## config.mk

```make
export PLATFORM = sky130hd
export DESIGN_NAME = vec_irq_ctrl
export DESIGN_NICKNAME = d
export VERILOG_FILES = /design/src/rtl/irq_pkg.sv /design/src/rtl/irq_control.sv /design/src/rtl/irq_datapath.sv /design/src/rtl/vec_irq_ctrl.sv
export SDC_FILE = /design/constraint.sdc
export NUM_CORES = 1
export LEC_CHECK = 0
export BUFFER_PORTS_ARGS = -buffer_cell sky130_fd_sc_hd__buf_4
export CAP_MARGIN = 25
export CORE_MARGIN = 2
export CORE_UTILIZATION = 52
export CTS_CLUSTER_SIZE = 28
export DETAILED_ROUTE_END_ITERATION = 7
export GPL_TIMING_DRIVEN = 1
export PLACE_DENSITY = 0.89
export SLEW_MARGIN = 10
export SYNTH_ARGS = -nofsm -noshare
export SYNTH_HDL_FRONTEND = slang
export SYNTH_SLANG_ARGS = --single-unit
```

## constraint.sdc

```tcl
create_clock -name clk -period 3.2 [get_ports clk]
set_clock_uncertainty 0.1 [all_clocks]
set_input_delay 0.32 -clock clk [delete_from_list [all_inputs] [get_ports clk]]
set_output_delay 0.32 -clock clk [all_outputs]
set_load 0.1 [all_outputs]
```

## src/rtl/irq_pkg.sv

```systemverilog
package irq_pkg;

  // Strobes from the control decision to the datapath registers.
  typedef struct packed {
    logic takeVec;    // ordinary vectored take at this edge
    logic takeReset;  // non-maskable reset take at this edge
    logic gieToZero;  // global flag goes low
    logic gieToOne;   // global flag goes high
  } ctlStrobes_t;

endpackage

```

## src/rtl/irq_control.sv

```systemverilog
module irq_control
  import irq_pkg::*;
(
  input  logic        clk,
  input  logic        rst_n,
  input  logic        resetReq,
  input  logic        instrDone,
  input  logic        gieSet,
  input  logic        gieClr,
  input  logic        retiStrobe,
  input  logic        gieQ,
  input  logic        anyCand,
  output ctlStrobes_t ctl
);

  always_comb begin
    ctl.takeReset = resetReq;
    ctl.takeVec   = !resetReq && instrDone && gieQ && anyCand && !gieClr;
    ctl.gieToZero = ctl.takeReset || ctl.takeVec || gieClr;
    ctl.gieToOne  = (gieSet || retiStrobe) && !ctl.gieToZero;
  end

  // an explicit clear always leaves the flag low at the next cycle
  assert_clr_wins_R8: assert property (@(posedge clk) disable iff (!rst_n)
    gieClr |=> !gieQ);

  // a return with no competing clear or take raises the flag
  assert_reti_sets_R7: assert property (@(posedge clk) disable iff (!rst_n)
    (retiStrobe && !gieClr && !resetReq && !(instrDone && gieQ && anyCand)) |=> gieQ);

endmodule

```

## src/rtl/irq_datapath.sv

```systemverilog
module irq_datapath
  import irq_pkg::*;
#(
  parameter int NUM_SRC = 21
) (
  input  logic               clk,
  input  logic               rst_n,
  input  ctlStrobes_t        ctl,
  input  logic [NUM_SRC-1:0] irqReq,
  input  logic               maskWrEn,
  input  logic [NUM_SRC-1:0] maskWrData,
  output logic               gieQ,
  output logic               anyCand,
  output logic               takeIrq,
  output logic               pushPc,
  output logic [$clog2(2*NUM_SRC)-1:0] vecAddr,
  output logic [NUM_SRC-1:0] irqAck
);

  localparam int VEC_W = $clog2(2*NUM_SRC);
  localparam int IDX_W = $clog2(NUM_SRC);

  logic [NUM_SRC-1:0] pendQ;
  logic [NUM_SRC-1:0] maskQ;
  logic [NUM_SRC-1:0] cand;
  logic [NUM_SRC-1:0] winHot;
  logic [IDX_W-1:0]   winIdx;
  logic [NUM_SRC-1:0] reqMaskable;

  // line 0 never enters the pending set or the mask decision
  assign reqMaskable = irqReq & ~NUM_SRC'(1);
  assign cand        = pendQ & maskQ & ~NUM_SRC'(1);
  assign anyCand     = |cand;
  assign winHot      = cand & (~cand + NUM_SRC'(1));

  always_comb begin
    winIdx = '0;
    for (int i = NUM_SRC-1; i >= 1; i--) begin
      if (cand[i]) winIdx = IDX_W'(i);
    end
  end

  always_ff @(posedge clk or negedge rst_n) begin
    if (!rst_n) begin
      pendQ   <= '0;
      maskQ   <= '0;
      gieQ    <= 1'b0;
      takeIrq <= 1'b0;
      pushPc  <= 1'b0;
      vecAddr <= '0;
      irqAck  <= '0;
    end else begin
      if (maskWrEn) maskQ <= maskWrData;

      if (ctl.gieToZero)     gieQ <= 1'b0;
      else if (ctl.gieToOne) gieQ <= 1'b1;

      if (ctl.takeReset) begin
        pendQ   <= '0;
        takeIrq <= 1'b1;
        pushPc  <= 1'b0;
        vecAddr <= '0;
        irqAck  <= NUM_SRC'(1);
      end else if (ctl.takeVec) begin
        pendQ   <= (pendQ & ~winHot) | reqMaskable;
        takeIrq <= 1'b1;
        pushPc  <= 1'b1;
        vecAddr <= VEC_W'({winIdx, 1'b0});
        irqAck  <= winHot;
      end else begin
        pendQ   <= pendQ | reqMaskable;
        takeIrq <= 1'b0;
        pushPc  <= 1'b0;
        vecAddr <= '0;
        irqAck  <= '0;
      end
    end
  end

  // acknowledge is one-hot and present exactly when a take is signalled
  assert_ack_onehot_R6: assert property (@(posedge clk) disable iff (!rst_n)
    $onehot0(irqAck) && ((|irqAck) == takeIrq));

  // an ordinary take leaves the global flag clear
  assert_take_clears_gie_R6: assert property (@(posedge clk) disable iff (!rst_n)
    (takeIrq && pushPc) |-> !gieQ);

  // reset take never asks for a push and uses slot zero
  assert_reset_take_R9: assert property (@(posedge clk) disable iff (!rst_n)
    irqAck[0] |-> (!pushPc && vecAddr == '0 && !gieQ));

  // the vector matches the acknowledged line
  always_ff @(posedge clk) begin
    if (rst_n && takeIrq) begin
      for (int i = 0; i < NUM_SRC; i++) begin
        if (irqAck[i]) begin
          assert_vec_matches_ack_R2: assert (vecAddr == VEC_W'(2*i));
        end
      end
    end
  end

endmodule

```

## src/rtl/vec_irq_ctrl.sv

```systemverilog
module vec_irq_ctrl
  import irq_pkg::*;
#(
  parameter int NUM_SRC = 21,
  localparam int VEC_W = $clog2(2*NUM_SRC)
) (
  input  logic               clk,
  input  logic               rst_n,
  input  logic [NUM_SRC-1:0] irqReq,
  input  logic               maskWrEn,
  input  logic [NUM_SRC-1:0] maskWrData,
  input  logic               gieSet,
  input  logic               gieClr,
  input  logic               retiStrobe,
  input  logic               instrDone,
  output logic               takeIrq,
  output logic               pushPc,
  output logic [VEC_W-1:0]   vecAddr,
  output logic [NUM_SRC-1:0] irqAck
);

  ctlStrobes_t ctl;
  logic        gieQ;
  logic        anyCand;

  irq_control u_ctl (
    .clk        (clk),
    .rst_n      (rst_n),
    .resetReq   (irqReq[0]),
    .instrDone  (instrDone),
    .gieSet     (gieSet),
    .gieClr     (gieClr),
    .retiStrobe (retiStrobe),
    .gieQ       (gieQ),
    .anyCand    (anyCand),
    .ctl        (ctl)
  );

  irq_datapath #(.NUM_SRC(NUM_SRC)) u_dp (
    .clk        (clk),
    .rst_n      (rst_n),
    .ctl        (ctl),
    .irqReq     (irqReq),
    .maskWrEn   (maskWrEn),
    .maskWrData (maskWrData),
    .gieQ       (gieQ),
    .anyCand    (anyCand),
    .takeIrq    (takeIrq),
    .pushPc     (pushPc),
    .vecAddr    (vecAddr),
    .irqAck     (irqAck)
  );

  // an ordinary take follows a boundary cycle
  assert_take_at_boundary_R5: assert property (@(posedge clk) disable iff (!rst_n)
    (takeIrq && pushPc) |-> $past(instrDone));

endmodule

```

==> summary.md <==
| Metric | Value |
|---|---|
| Seq/Total Area, Yosys | 58.5% |
| DP Wirelength | 4660 um |
| Critical Path RT | 3.31 ns |
| Row count | 27 |
| Grt ovf | 0 |
| P per Cell Area | 547 nW/um2 |
| Yosys synthesis warning count | 0 |
| Synthesized flop and latch total | 69 |
| Placer Congestion | 0.916 |
| Number of flops mapped to enable cells by yosys | 0 |
| Vias in the first global route | 2331 |
| Post-CTS Setup Inserts | 0 |
| Critical Path End Type | flip-flop |
| Dominant synthesized flop cell | dfrtp_1 |
| CTS buffer count | 9 |
| Final Hold Fails | 41 |
| CTS resizes | 0 |
| Seq. cell area | 1730 um2 |
| Core Region | 5510 um2 |
| Fmax | 398 MHz |
| Syn nets | 311 |
| Die height | 79.3 um |
| I/O pins | 78 |
| Fillers | 418 |
| PortBufs | 75 |
| Delay of the slowest critical-path stage | 0.75 ns |
| Multi-input logic area | 1160 um2 |
| TNS Setup | 0 ns |
| Failing checks | hold timing |
| Synth area leader | dfrtp_1 |
| Placed Cells incl. Taps | 406 |
| R2R Path End | u_dp.pendQ[19] |
| Clk slew on worst S/H paths | 0.08 ns |
| Cell Area, Synth | 2950 um2 |
| Drt first pass iters | 4 |
| Synth top area cells | dfrtp_1, mux2_2, nor2_1 |
| Total GRT Usage | 23.3% |
| WL/cell | 15.9 um |
| Status | finished with violations |
| Worst-path maximum fanout | 8 |
| Clk buf depth | 2 |
| Initial antenna violation count | 0 |
| Routed Antenna Nets | 0 |
| Post-synthesis average cell area | 11.3 um2 |
| DR DRC count | 0 |
| Minimum hold slack | -0.0394 ns |
| VDD IR max | 0.000244 V |
| Fin nets | 394 |
| Slew Limit Headroom | 44.7% |
| Starting DRT DRC Count | 285 |
| Vias per cell | 5.70 |
| Die W | 79.3 um |
| Post-Syn Instances | 262 |
| Worst Path Class, Setup | flip-flop to flip-flop |
| Routed wire length | 6700 um |
| First-pass GRT wire length | 11200 um |
| Critical path, cell by cell | a222oi_1 > buf_4 > nand4_2 > or4_1 > o21ai_0 > a21oi_1 |
| Effective utilization at floorplan | 53.6% |
| Ys async rst share | 100% |
| Worst path slowest cell | or4_1 |
| Ratio of cells with drive above 1 in the final layout | 36.0% |
| LEAKAGE | 1.82 nW |
| Post-synth top area share | 58.5% |
| Worst Path Arrival | 2.63 ns |
| Ant. Diodes | 0 |
| R2r worst-path depth | 6 |
| Fin crit share | 78.6% |
| Clock root buffer | clkbuf_8 |
| Cell Count, Final, Fillers Out | 422 |
| H-Tree Depth | 3 |
| Finish-stage setup viols | 0 |
| Crit Reg-Reg Startpoint | u_dp.pendQ[2] |
| Largest net degree at the start of global routing | 70 |
| Hold_buf cts | 0 |
| CTS sink count | 69 |
| Pins Over Slew Limit | 0 |
| Flop2flop setup slack | 0.69 ns |
| Clk Latency, worst-skew pair | 0.35 ns |
| Worst hold path type | input port to asynchronous set/reset pin |
| CTS tree | yes |
| Area growth from synthesis to layout | 30.2% |
| Final Critical Period | 2.51 ns |
| Die area | 6290 um2 |
| RSZ-0062 raised after global routing | no |
| Max Cap Viol | 0 |
| Synth unique cells | 42 |
| Critical path launch point type | flip-flop |
| Worst slew pin tran | 0.829 ns |
| Total number of vias | 2406 |
-- registers in the layout, summed over array words and instances (netlist names) --
name          flops
u_dp.maskQ       20
u_dp.gieQ         1
u_dp.vecAddr      5
u_dp.irqAck      21
u_dp.pendQ       20
u_dp.pushPc       1
u_dp.takeIrq      1
-- final cells by class --
| class | count | area share, % |
|---|---|---|
| tap | 72 | 2.35 |
| sequential | 69 | 45.0 |
| clock buffer | 10 | 3.59 |
| clock inverter | 6 | 2.87 |
| multi-input combinational | 179 | 30.2 |
| inverter | 8 | 0.782 |
| timing repair buffer | 78 | 15.3 |
-- metal layers --
metal / global-route usage, % / vias to the layer above / part of all wire (%)
met2: 37.8 / 98 / 49
met5: 0 / - / 0
met3: 6.36 / 10 / 7.2
met1: 30.2 / 1181 / 42
li1: - / 1117 / -
met4: 8.28 / 0 / 1.8
-- how the worst max path moves through the flow --
stage	startpoint	end	cells after the start
floorplan	u_dp.pendQ[2]	u_dp.pendQ[17]	6
global placement	u_dp.pendQ[2]	u_dp.pendQ[17]	6
detailed placement	u_dp.pendQ[2]	u_dp.pendQ[19]	6
CTS	u_dp.pendQ[2]	u_dp.pendQ[19]	6
global route	u_dp.pendQ[2]	u_dp.pendQ[19]	6
finish	u_dp.pendQ[2]	u_dp.pendQ[19]	6
-- critical path, delay by kind of cell (launching register included) --
kind	cells	cell delay [ns]
AND/OR/NAND/NOR	2	0.93
AO/OA/AOI/OAI	3	0.73
flip-flops	1	0.41
buffers and inverters	1	0.21
-- cells by family (layout without fill, tap and decap cells) --
logic type | Yosys count | count (layout) | share of synthesized area, %
mux | 20 | 20 | 7.64
compound gates | 50 | 50 | 12.1
buf+inv | 14 | 102 | 2.16
flops | 69 | 69 | 58.5
simple gates | 108 | 108 | 19.4
other cells | 1 | 1 | 0.127
-- placed cells by master, fill, tap and decap left out, types with 2 or more instances in the layout --
cell / n
nor2b_1: 3
dfrtp_1: 69
mux2_2: 20
o31ai_1: 2
o21ai_0: 5
a311oi_1: 6
or2_2: 2
nand4_1: 4
a21oi_1: 12
a22oi_1: 5
clkinvlp_4: 2
nor2_1: 32
nor3b_1: 8
a211oi_1: 5
and3_2: 2
and2_2: 2
a31oi_1: 2
nand3_1: 9
bufinv_16: 3
nor3_1: 6
inv_1: 8
nand2_1: 28
buf_4: 78
a22o_1: 6
and4b_1: 2
a222oi_1: 2
clkbuf_8: 10
-- where the power goes --
group	total (W)	switching, W	internal (W)
Sequential	0.000967	0.0000497	0.000918
Clock	0.000866	0.000329	0.000537
Combinational	0.000267	0.000149	0.000119
Total	0.00210	0.000527	0.00157
-- stage by stage --
stage / area [um2] / total power (W) / util [%] / hold slack, ns / setup slack, ns
final: 3840 / 0.00210 / 69.7 / -0.0394 / 0.686
after floorplan: 2950 / 0.00113 / - / -0.0756 / 0.866
after detailed placement: 3590 / 0.00125 / 65.2 / 0.374 / 0.728
after global placement: 3590 / 0.00124 / 65.2 / 0.365 / 0.808
after CTS: 3840 / 0.00211 / 69.7 / 0.00196 / 0.693
after global routing: 3840 / 0.00218 / 69.7 / 0.0478 / 0.564
-- synthesized netlist by cell type (all sizes together), types with 2 or more instances --
cell type and instances:
nor2 33, and3 2, nor4 2, clkbuf 4, mux2 20, nand4 5
and2 3, and4b 2, nand2 28, a31oi 2, a21oi 12, a22o 6
a22oi 5, a222oi 2, buf 2, or2 2, nor3b 8, nor2b 3
o21ai 5, o31ai 2, inv 8, nand3 9, a311oi 6, dfrtp 69
nor3 6, a211oi 5
Note: power is estimated with default switching activity, not from simulation.
